==> src/rtl/csp_pkg.sv <==
package csp_pkg;
  localparam int ADDR_W   = 10;
  localparam int DATA_W   = 24;
  localparam int HDR_BITS = 16;
  localparam int DIR_BIT  = ADDR_W;
  localparam int CNT_W    = $clog2(DATA_W);

  typedef enum logic [1:0] {
    PH_HDR  = 2'd0,
    PH_DATA = 2'd1,
    PH_DONE = 2'd2
  } phase_t;
endpackage

==> src/rtl/csp_sync.sv <==
module csp_sync #(
  parameter int          N       = 3,
  parameter int          STAGES  = 2,
  parameter logic [N-1:0] RST_VAL = '0
) (
  input  logic         clk,
  input  logic         rst_n,
  input  logic [N-1:0] din,
  output logic [N-1:0] dout
);
  logic [N-1:0] stg [STAGES];

  always_ff @(posedge clk or negedge rst_n) begin
    if (!rst_n) stg[0] <= RST_VAL;
    else        stg[0] <= din;
  end

  for (genvar i = 1; i < STAGES; i++) begin : g_stage
    always_ff @(posedge clk or negedge rst_n) begin
      if (!rst_n) stg[i] <= RST_VAL;
      else        stg[i] <= stg[i-1];
    end
  end

  assign dout = stg[STAGES-1];
endmodule

==> src/rtl/csp_rx.sv <==
module csp_rx
  import csp_pkg::*;
(
  input  logic              clk,
  input  logic              rst_n,
  input  logic              burst_en,
  input  logic              frame_on,
  input  logic              rise,
  input  logic              sdi_bit,
  output logic              wr_valid,
  output logic [ADDR_W-1:0] wr_addr,
  output logic [DATA_W-1:0] wr_data,
  output logic              rd_req,
  output logic [ADDR_W-1:0] rd_addr,
  output logic              rd_phase,
  output logic              load_slot
);
  phase_t             phase;
  logic [CNT_W-1:0]   cnt;
  logic [DATA_W-1:0]  sh;
  logic [ADDR_W-1:0]  addr;
  logic               dir_rd;
  logic [DATA_W-1:0]  next_sh;

  assign next_sh   = {sh[DATA_W-2:0], sdi_bit};
  assign rd_addr   = addr;
  assign rd_phase  = (phase == PH_DATA) && dir_rd;
  assign load_slot = rd_phase && (cnt == '0);

  always_ff @(posedge clk or negedge rst_n) begin
    if (!rst_n) begin
      phase    <= PH_HDR;
      cnt      <= '0;
      sh       <= '0;
      addr     <= '0;
      dir_rd   <= 1'b0;
      wr_valid <= 1'b0;
      wr_addr  <= '0;
      wr_data  <= '0;
      rd_req   <= 1'b0;
    end else begin
      wr_valid <= 1'b0;
      rd_req   <= 1'b0;
      if (!frame_on) begin
        phase  <= PH_HDR;
        cnt    <= '0;
        dir_rd <= 1'b0;
      end else if (rise) begin
        sh <= next_sh;
        unique case (phase)
          PH_HDR: begin
            if (cnt == CNT_W'(HDR_BITS - 1)) begin
              dir_rd <= next_sh[DIR_BIT];
              addr   <= next_sh[ADDR_W-1:0];
              phase  <= PH_DATA;
              cnt    <= '0;
              rd_req <= next_sh[DIR_BIT];
            end else begin
              cnt <= cnt + 1'b1;
            end
          end
          PH_DATA: begin
            if (cnt == CNT_W'(DATA_W - 1)) begin
              cnt <= '0;
              if (!dir_rd) begin
                wr_valid <= 1'b1;
                wr_addr  <= addr;
                wr_data  <= next_sh;
              end
              if (burst_en) begin
                addr   <= addr + 1'b1;
                rd_req <= dir_rd;
              end else begin
                phase <= PH_DONE;
              end
            end else begin
              cnt <= cnt + 1'b1;
            end
          end
          default: ;
        endcase
      end
    end
  end


  wr_pulse_chk: assert property (@(posedge clk) disable iff (!rst_n)
    wr_valid |=> !wr_valid);

  rd_pulse_chk: assert property (@(posedge clk) disable iff (!rst_n)
    rd_req |=> !rd_req);

  done_quiet_chk: assert property (@(posedge clk) disable iff (!rst_n)
    (phase == PH_DONE) |=> !wr_valid && !rd_req);
endmodule

==> src/rtl/csp_tx.sv <==
module csp_tx
  import csp_pkg::*;
(
  input  logic              clk,
  input  logic              rst_n,
  input  logic              frame_on,
  input  logic              fall,
  input  logic              rd_phase,
  input  logic              load_slot,
  input  logic              rd_req,
  input  logic [DATA_W-1:0] rd_data,
  output logic              sdo,
  output logic              sdo_oe
);
  logic              ack_q;
  logic [DATA_W-1:0] pend;
  logic [DATA_W-1:0] osh;

  always_ff @(posedge clk or negedge rst_n) begin
    if (!rst_n) begin
      ack_q <= 1'b0;
      pend  <= '0;
    end else begin
      ack_q <= rd_req;
      if (ack_q) pend <= rd_data;
    end
  end

  always_ff @(posedge clk or negedge rst_n) begin
    if (!rst_n) begin
      osh    <= '0;
      sdo_oe <= 1'b0;
    end else if (!frame_on || !rd_phase) begin
      sdo_oe <= 1'b0;
    end else if (fall) begin
      if (load_slot) begin
        osh    <= pend;
        sdo_oe <= 1'b1;
      end else begin
        osh <= {osh[DATA_W-2:0], 1'b0};
      end
    end
  end

  assign sdo = sdo_oe & osh[DATA_W-1];


  oe_rdonly_chk: assert property (@(posedge clk) disable iff (!rst_n)
    !rd_phase |=> !sdo_oe);

  sdo_hold_chk: assert property (@(posedge clk) disable iff (!rst_n)
    (sdo_oe && $past(sdo_oe) && !$past(fall)) |-> $stable(sdo));
endmodule

==> src/rtl/ctl_serial_slave.sv <==
module ctl_serial_slave
  import csp_pkg::*;
(
  input  logic              clk,
  input  logic              rst_n,
  input  logic              burst_en,
  input  logic              latch_n,
  input  logic              sclk,
  input  logic              sdi,
  output logic              sdo,
  output logic              sdo_oe,
  output logic              wr_valid,
  output logic [ADDR_W-1:0] wr_addr,
  output logic [DATA_W-1:0] wr_data,
  output logic              rd_req,
  output logic [ADDR_W-1:0] rd_addr,
  input  logic [DATA_W-1:0] rd_data
);
  logic [2:0] pins_s;
  logic       latch_s, sclk_s, sdi_s, sclk_q;
  logic       frame_on, rise, fall;
  logic       rd_phase, load_slot;

  csp_sync #(.N(3), .STAGES(2), .RST_VAL(3'b100)) u_sync (
    .clk  (clk),
    .rst_n(rst_n),
    .din  ({latch_n, sclk, sdi}),
    .dout (pins_s)
  );

  assign {latch_s, sclk_s, sdi_s} = pins_s;

  always_ff @(posedge clk or negedge rst_n) begin
    if (!rst_n) sclk_q <= 1'b0;
    else        sclk_q <= sclk_s;
  end

  assign frame_on = !latch_s;
  assign rise     = frame_on &  sclk_s & ~sclk_q;
  assign fall     = frame_on & ~sclk_s &  sclk_q;

  csp_rx u_rx (
    .clk      (clk),
    .rst_n    (rst_n),
    .burst_en (burst_en),
    .frame_on (frame_on),
    .rise     (rise),
    .sdi_bit  (sdi_s),
    .wr_valid (wr_valid),
    .wr_addr  (wr_addr),
    .wr_data  (wr_data),
    .rd_req   (rd_req),
    .rd_addr  (rd_addr),
    .rd_phase (rd_phase),
    .load_slot(load_slot)
  );

  csp_tx u_tx (
    .clk      (clk),
    .rst_n    (rst_n),
    .frame_on (frame_on),
    .fall     (fall),
    .rd_phase (rd_phase),
    .load_slot(load_slot),
    .rd_req   (rd_req),
    .rd_data  (rd_data),
    .sdo      (sdo),
    .sdo_oe   (sdo_oe)
  );


  rw_excl_chk: assert property (@(posedge clk) disable iff (!rst_n)
    !(wr_valid && rd_req));

  latch_off_chk: assert property (@(posedge clk) disable iff (!rst_n)
    !frame_on |=> !sdo_oe);
endmodule

==> config.mk <==
export PLATFORM = sky130hd
export DESIGN_NAME = ctl_serial_slave
export DESIGN_NICKNAME = d
export VERILOG_FILES = /design/src/rtl/csp_pkg.sv /design/src/rtl/csp_sync.sv /design/src/rtl/csp_rx.sv /design/src/rtl/csp_tx.sv /design/src/rtl/ctl_serial_slave.sv
export SDC_FILE = /design/constraint.sdc
export NUM_CORES = 1
export LEC_CHECK = 0
export BUFFER_PORTS_ARGS = -buffer_cell sky130_fd_sc_hd__buf_2
export CORE_ASPECT_RATIO = 1.25
export CORE_UTILIZATION = 45
export CTS_CLUSTER_SIZE = 16
export DETAILED_ROUTE_END_ITERATION = 10
export PLACE_DENSITY = 0.76
export SYNTH_ARGS = -nofsm -noshare
export SYNTH_HDL_FRONTEND = slang
export SYNTH_SLANG_ARGS = --single-unit
==> constraint.sdc <==
create_clock -name clk -period 3.4 [get_ports clk]
set_input_delay 0.51 -clock clk [delete_from_list [all_inputs] [get_ports clk]]
set_output_delay 0.51 -clock clk [all_outputs]
set_load 0.02 [all_outputs]
==> impl_metrics.prom, run 1 <==
# TYPE chip_impl_metric gauge
chip_impl_metric{name="tns",unit="ps"} 0
chip_impl_metric{name="cts.reportedPaths.clkPinSlew",unit="ps"} 60
chip_impl_metric{name="internal_power",unit="mW"} 2.95
chip_impl_info{name="yosysMostFrequentCell",value="dfrtp_1"} 1
chip_impl_info{name="critical_path_class",value="register to register"} 1
chip_impl_metric{name="final.period_utilization",unit="%"} 70.8
chip_impl_metric{name="gr-usage-all-layers",unit="%"} 18.2
chip_impl_metric{name="worst-slew-pin-transition",unit="ps"} 1060
chip_impl_info{name="worstSetupStartpointType",value="register"} 1
chip_impl_metric{name="final_core_util",unit="%"} 55.2
chip_impl_metric{name="max_clock_freq",unit="MHz"} 415
chip_impl_metric{name="clock_power_share",unit="%"} 49.5
chip_impl_metric{name="postSynthAreaPerCell",unit="um^2"} 13.1
chip_impl_metric{name="initial_utilization",unit="%"} 45.8
chip_impl_info{name="synthTopCellsByArea",value="dfrtp_1 60%, mux2_2 11%, mux2_1 5.5%"} 1
chip_impl_metric{name="dieHeight",unit="um"} 126
chip_impl_metric{name="synth-edff-count",unit=""} 0
chip_impl_metric{name="insertion_delay",unit="ps"} 420
chip_impl_metric{name="worst-endpoint-arrival",unit="ps"} 2680
chip_impl_metric{name="timing.max_slew.rel_slack",unit="%"} 29.0
chip_impl_metric{name="core",unit="um^2"} 12100
chip_impl_metric{name="grt-ovfl-total",unit=""} 0
chip_impl_metric{name="post_cts_buffers",unit=""} 0
chip_impl_metric{name="critical_path.max_fanout",unit=""} 25
chip_impl_metric{name="first_global_vias",unit=""} 3640
chip_impl_metric{name="ys_seq_area_share",unit="%"} 60.5
chip_impl_metric{name="pwr-share-seq",unit="%"} 46.2
chip_impl_metric{name="routed_wl",unit="um"} 10500
chip_impl_metric{name="report.final.setup_viol",unit=""} 0
chip_impl_metric{name="syn-cell-area",unit="um^2"} 5550
chip_impl_metric{name="final_hold_viol_count",unit=""} 0
chip_impl_metric{name="wl_per_cell",unit="um"} 15.4
chip_impl_info{name="min_path_type",value="input port to async pin"} 1
chip_impl_metric{name="pin_count",unit=""} 78
chip_impl_info{name="grt_setup_unrepaired",value="no"} 1
chip_impl_metric{name="cts.hold.buffers_added",unit=""} 0
chip_impl_info{name="tritoncts",value="built"} 1
chip_impl_metric{name="antenna_found_initial",unit=""} 0
chip_impl_metric{name="highest_cell_delay_on_the_worst_timing_path",unit="ps"} 730
chip_impl_metric{name="synth-async-reset-ratio",unit="%"} 100
chip_impl_metric{name="fin_worst_skew",unit="ps"} 9.09
chip_impl_metric{name="layout-area-overhead-vs-synth",unit="%"} 20.5
chip_impl_metric{name="routed-via-count",unit=""} 3551
chip_impl_info{name="synth_flop_cell",value="dfrtp_1"} 1
chip_impl_metric{name="p_switching",unit="uW"} 778
chip_impl_info{name="timing.critical_path.slowest_stage_cell",value="nand3_2"} 1
chip_impl_metric{name="finalWeightedCongestion",unit=""} 0.758
chip_impl_metric{name="yosys.area.top_type_share",unit="%"} 59.5
chip_impl_metric{name="syn_nets",unit=""} 460
chip_impl_metric{name="power-per-cell-area",unit="nW/um^2"} 558
chip_impl_info{name="worst_setup_path_end_kind",value="register"} 1
chip_impl_info{name="synth_area_leader_cell",value="dfrtp_1"} 1
chip_impl_metric{name="synth_warnings",unit=""} 0
chip_impl_metric{name="cts_repair_resize_count",unit=""} 0
chip_impl_metric{name="detailedRoute.firstIterationViolations",unit=""} 111
chip_impl_metric{name="cap_viol_max_count",unit=""} 0
chip_impl_metric{name="drive_above_1_share",unit="%"} 33.5
chip_impl_metric{name="core.rowCount",unit=""} 45
chip_impl_metric{name="p_leak",unit="nW"} 3.46
chip_impl_metric{name="worstPathRequired",unit="ps"} 3670
chip_impl_info{name="netlist_top_cells_count",value="132 x dfrtp_1, 54 x mux2_2, 42 x nand2_1"} 1
chip_impl_metric{name="global_route_wire_length_before_repair",unit="um"} 17600
chip_impl_metric{name="dr.pass1.iters",unit=""} 4
chip_impl_metric{name="report.final.slew_viol_count",unit=""} 0
chip_impl_metric{name="synth.ff_latch_count",unit=""} 134
chip_impl_metric{name="htree_num_levels",unit=""} 4
chip_impl_metric{name="nets",unit=""} 538
chip_impl_metric{name="die_area",unit="um^2"} 12800
chip_impl_metric{name="route.detailed.drc",unit=""} 0
chip_impl_metric{name="share_comb_of_total_power",unit="%"} 4.3
chip_impl_metric{name="cts-root-to-sink-buffers",unit=""} 2
chip_impl_metric{name="portBuffers",unit=""} 77
chip_impl_metric{name="post_route_antenna_net_violation_count",unit=""} 0
chip_impl_metric{name="grt_start_max_net_pins",unit=""} 60
chip_impl_metric{name="cts-buffers-inserted",unit=""} 17
chip_impl_info{name="path_cells",value="inv_1 -> ha_1 -> nor4b_1 -> nand3_2 -> mux2i_1 -> o21ai_0"} 1
chip_impl_metric{name="power_switching_share",unit="%"} 20.9
chip_impl_metric{name="synthesis.instances",unit=""} 425
chip_impl_info{name="clk_root_buffer_cell",value="clkbuf_16"} 1
chip_impl_metric{name="via_per_inst",unit=""} 5.22
chip_impl_metric{name="final_period_minus_worst_setup_slack",unit="ps"} 2410
chip_impl_info{name="status",value="finished, final reports clean"} 1
chip_impl_metric{name="yosys.cell_types.count",unit=""} 45
chip_impl_metric{name="vdd_ir_drop_max",unit="V"} 0.000339
chip_impl_metric{name="die_width",unit="um"} 101
chip_impl_metric{name="antennaDiodeCount",unit=""} 0
chip_impl_metric{name="cts_sinks",unit=""} 134
chip_impl_metric{name="half_perimeter_wire_length_of_the_detailed_placement_result",unit="um"} 6820
[stage by stage]
stage / setup slack [ps] / power (mW) / hold slack (ps) / std cells / area (um^2)
finish: 993 / 3.73 / 152 / 680 / 6680
global route: 686 / 3.88 / 171 / 680 / 6680
CTS: 939 / 3.78 / 169 / 680 / 6680
detailed placement: 983 / 1.92 / 336 / 648 / 6080
global placement: 1010 / 1.91 / 332 / 648 / 6080
floorplan: 1440 / 1.83 / 214 / 425 / 5550
[worst max-delay path: cells and delay by family, from the launching register on]
| kind | cells | cell delay, ps |
|---|---|---|
| and+or+nand+nor | 2 | 1140 |
| AOI/OAI and AO/OA | 1 | 110 |
| adders and majority gates | 1 | 140 |
| DFF | 1 | 390 |
| muxes | 1 | 380 |
| buffers and inverters | 1 | 90 |
[flip-flops by register name, indices dropped and copies added (netlist names), 2 cells and up]
register      flops
u_sync.stg        3
u_rx.wr_data     24
u_rx.wr_addr     10
u_rx.rd_addr     10
u_rx.phase        2
u_rx.cnt          5
u_tx.pend        24
u_sync.dout       3
u_rx.sh          23
u_tx.osh         24
[cell usage in the layout, fill, tap and decap left out, drive strengths merged, types with 4 or more instances in the layout]
cell / count
nand2: 42
inv: 8
o21ai: 34
o22ai: 4
clkinv: 6
clkbuf: 22
mux2: 81
a22o: 4
buf: 82
mux2i: 25
a21oi: 14
ha: 5
nor2: 6
nand3: 8
dfrtp: 132
[final timing paths]
path,start,endpoint,slack (ps),depth (start not counted)
max in group asynchronous,rst_n,u_rx.wr_data[17],2450,2
setup reg to reg,u_rx.cnt[0],u_tx.osh[20],990,6
hold reg to reg,u_sync.stg[4],u_sync.dout[1],350,0
hold / removal,rst_n,u_tx.osh[9],150,1
min in group clk,latch_n,u_sync.stg[5],190,1
setup / recovery,u_rx.cnt[0],u_tx.osh[20],990,6
[power by group through the flow]
stage	registers [mW]	clock network, mW	logic (mW)
after floorplan	1.73	0	0.101
after global placement	1.75	0	0.158
after detailed placement	1.75	0	0.164
after CTS	1.72	1.89	0.165
after global routing	1.73	1.96	0.182
final	1.72	1.85	0.160
[layout make-up]
| cell class | instances | area (um^2) |
|---|---|---|
| multi-input cells | 260 | 2050 |
| repair buffers | 82 | 438 |
| clock buffers | 22 | 474 |
| flip-flops and latches | 134 | 3360 |
| well taps | 164 | 205 |
| clock inverters | 10 | 128 |
| inverters | 8 | 30.0 |
| fillers | 1013 | 5420 |
[routing by layer]
layer	routed length [um]	track usage, %
met1	4600	22.4
met2	5080	27.9
met3	658	7.27
met4	165	8.18
met5	0	0
[cells by family (layout without fill, tap and decap cells)]
kind of cell / after synthesis / count (layout) / share of synthesized area [%]
compound gates: 68 / 68 / 7.06
xor+xnor: 1 / 1 / 0.158
fa+ha+maj: 5 / 5 / 1.13
buf+inv: 31 / 122 / 2.53
flops: 134 / 134 / 60.5
mux: 106 / 106 / 20.9
simple gates: 80 / 80 / 7.71
(Power assumes the default switching activity.)
==> run 2, diff against run 1 <==
--- a/config.mk
+++ b/config.mk
@@ -10,7 +10,7 @@
 export CORE_UTILIZATION = 45
 export CTS_CLUSTER_SIZE = 16
 export DETAILED_ROUTE_END_ITERATION = 10
-export PLACE_DENSITY = 0.76
+export PLACE_DENSITY = 0.79
 export SYNTH_ARGS = -nofsm -noshare
 export SYNTH_HDL_FRONTEND = slang
 export SYNTH_SLANG_ARGS = --single-unit
==> constraint.sdc (replaced) <==
create_clock -name clk -period 2 [get_ports clk]
set_input_delay 0.3 -clock clk [delete_from_list [all_inputs] [get_ports clk]]
set_output_delay 0.3 -clock clk [all_outputs]
set_load 0.02 [all_outputs]
==> run 2 against run 1 <==
Against the previous run: total power is 75% higher; via count is 2.2% higher; highest routed layer unchanged; cell count is 2.6% higher; final area is 4.7% higher; clock skew is 1.0 ps lower.
==> impl_metrics.prom, run 2 (synthesized netlist as in run 1, its figures left out) <==
# TYPE chip_impl_metric gauge
chip_impl_metric{name="highest_cell_delay_on_the_worst_timing_path",unit="ps"} 440
chip_impl_metric{name="half_perimeter_wire_length_of_the_detailed_placement_result",unit="um"} 7480
chip_impl_metric{name="grt_start_max_net_pins",unit=""} 50
chip_impl_metric{name="vdd_ir_drop_max",unit="V"} 0.000516
chip_impl_metric{name="cts.reportedPaths.clkPinSlew",unit="ps"} 60
chip_impl_info{name="ff_to_ff_start",value="u_rx.cnt[0]"} 1
chip_impl_info{name="path_cells",value="ha_4 -> and3_4 -> ha_2 -> mux2_2 -> o211a_4 -> buf_12 -> a22o_1"} 1
chip_impl_metric{name="antenna_found_initial",unit=""} 0
chip_impl_metric{name="fin_worst_skew",unit="ps"} 8.05
chip_impl_metric{name="pin_count",unit=""} 78
chip_impl_metric{name="via_per_inst",unit=""} 5.20
chip_impl_metric{name="first_global_vias",unit=""} 3885
chip_impl_metric{name="insertion_delay",unit="ps"} 410
chip_impl_metric{name="path_depth",unit=""} 7
chip_impl_metric{name="dr.pass1.iters",unit=""} 5
chip_impl_info{name="largest_registers",value="u_rx.wr_data (24), u_tx.osh (24), u_tx.pend (24)"} 1
chip_impl_metric{name="report.final.setup_viol",unit=""} 0
chip_impl_metric{name="p_leak",unit="nW"} 3.58
chip_impl_metric{name="final_area",unit="um^2"} 7000
chip_impl_metric{name="routed_wl",unit="um"} 11400
chip_impl_metric{name="post_route_antenna_net_violation_count",unit=""} 0
chip_impl_metric{name="cp_num_buf_inv",unit=""} 1
chip_impl_metric{name="fill_cells",unit=""} 958
chip_impl_metric{name="cts-buffers-inserted",unit=""} 17
chip_impl_metric{name="wl_per_cell",unit="um"} 16.3
chip_impl_metric{name="finalWeightedCongestion",unit=""} 0.848
chip_impl_metric{name="dieHeight",unit="um"} 126
chip_impl_info{name="gate_family_responsible_for_the_most_delay_along_the_worst_path",value="flip-flops"} 1
chip_impl_metric{name="portBuffers",unit=""} 77
chip_impl_info{name="worstSetupStartpointType",value="register"} 1
chip_impl_metric{name="final_hold_viol_count",unit=""} 0
chip_impl_metric{name="tns",unit="ps"} 0
chip_impl_metric{name="postPlaceCellArea",unit="um^2"} 6250
chip_impl_metric{name="r2r.worst_path.cells",unit=""} 7
chip_impl_metric{name="final.period_utilization",unit="%"} 94.9
chip_impl_metric{name="core",unit="um^2"} 12100
chip_impl_info{name="layout_commonest_cell",value="dfrtp_1"} 1
chip_impl_metric{name="detailedRoute.firstIterationViolations",unit=""} 193
chip_impl_metric{name="cap_viol_max_count",unit=""} 0
chip_impl_info{name="worst_setup_path_end_kind",value="register"} 1
chip_impl_metric{name="max_clock_freq",unit="MHz"} 527
chip_impl_metric{name="timing.max_slew.rel_slack",unit="%"} 64.0
chip_impl_info{name="timing.critical_path.slowest_stage_cell",value="dfrtp_2"} 1
chip_impl_metric{name="worst-endpoint-arrival",unit="ps"} 2200
chip_impl_info{name="timing.hold.worst.start",value="rd_data[2]"} 1
chip_impl_metric{name="worstPathRequired",unit="ps"} 2300
chip_impl_metric{name="global_route_wire_length_before_repair",unit="um"} 18700
chip_impl_info{name="grt_setup_unrepaired",value="no"} 1
chip_impl_metric{name="die_width",unit="um"} 101
chip_impl_metric{name="cts_sinks",unit=""} 134
chip_impl_metric{name="nets",unit=""} 556
chip_impl_metric{name="layout-area-overhead-vs-synth",unit="%"} 26.1
chip_impl_info{name="tritoncts",value="built"} 1
chip_impl_metric{name="grt-ovfl-total",unit=""} 0
chip_impl_metric{name="die_area",unit="um^2"} 12800
chip_impl_metric{name="final_core_util",unit="%"} 57.8
chip_impl_metric{name="drive_above_1_share",unit="%"} 36.5
chip_impl_metric{name="gr-usage-all-layers",unit="%"} 19.2
chip_impl_metric{name="htree_num_levels",unit=""} 4
chip_impl_metric{name="worst-slew-pin-transition",unit="ps"} 540
chip_impl_metric{name="power-per-cell-area",unit="nW/um^2"} 931
chip_impl_metric{name="report.final.slew_viol_count",unit=""} 0
chip_impl_info{name="clk_root_buffer_cell",value="clkbuf_16"} 1
chip_impl_info{name="most-common-layout-cells",value="131 x dfrtp_1, 76 x buf_2, 54 x mux2_2"} 1
chip_impl_metric{name="critical_path.max_fanout",unit=""} 9
chip_impl_info{name="cp-startpoint",value="u_rx.cnt[0]"} 1
chip_impl_metric{name="antennaDiodeCount",unit=""} 0
chip_impl_metric{name="hold_path_depth",unit=""} 2
chip_impl_metric{name="core.rowCount",unit=""} 45
chip_impl_metric{name="route.detailed.drc",unit=""} 0
chip_impl_metric{name="routed-via-count",unit=""} 3630
chip_impl_info{name="min_path_type",value="input port to register"} 1
chip_impl_info{name="critical_path_class",value="register to register"} 1
chip_impl_metric{name="cts-root-to-sink-buffers",unit=""} 2
chip_impl_info{name="status",value="finished, final reports clean"} 1
chip_impl_metric{name="final_period_minus_worst_setup_slack",unit="ps"} 1900
chip_impl_metric{name="initial_utilization",unit="%"} 45.8
-- run 2: final timing paths --
| path | endpoint | slack [ps] |
|---|---|---|
| worst max-delay path | u_rx.rd_addr[7] | 100 |
| worst max register to register | u_rx.rd_addr[7] | 100 |
| worst min register to register | u_sync.dout[0] | 360 |
| max in group asynchronous | u_rx.rd_addr[7] | 960 |
| min in group asynchronous | u_tx.pend[23] | 430 |
| worst min-delay path | u_tx.pend[2] | 130 |
-- run 2: cell type report --
cell class	instances	area, um^2	area share, %
Timing Repair Buffer	100	676	9.65
Sequential cell	134	3360	48.0
Tap cell	164	205	2.93
Clock buffer	21	460	6.58
Multi-Input combinational cell	260	2100	30.0
Inverter	8	30.0	0.429
Clock inverter	11	171	2.45
-- run 2: routing by layer --
metal / GRT usage, % / up-vias / share of wire (%)
li1: - / 1699 / -
met1: 23.1 / 1769 / 43
met2: 31.5 / 132 / 49
met3: 5.72 / 30 / 5.3
met4: 8.78 / 0 / 2.7
met5: 0 / - / 0
-- run 2: power by group --
group	internal [mW]	switching, mW
Sequential	2.83	0.122
Combinational	0.164	0.135
Clock	2.15	1.12
-- run 2: repair_timing --
item | 4_1_cts | 5_1_grt
resized for setup | 3 | 7
pin swaps | 1 | 3
gates cloned | 0 | 1
setup endpoints to repair | 9 | 33
hold buffers | 4 | 0
setup buffers | 0 | 1
endpoints found under the hold margin | 36 | 0
-- run 2: metrics by stage --
step                hold WS (ps)  worst slack (ps)  power [mW]  cells
finish                       126               102        6.52    698
global route                 112              8.03        6.78    698
CTS                          106              5.86        6.59    696
detailed placement           316              -102        3.28    660
global placement             305              7.39        3.26    660
floorplan                   4.41              35.2        3.11    425
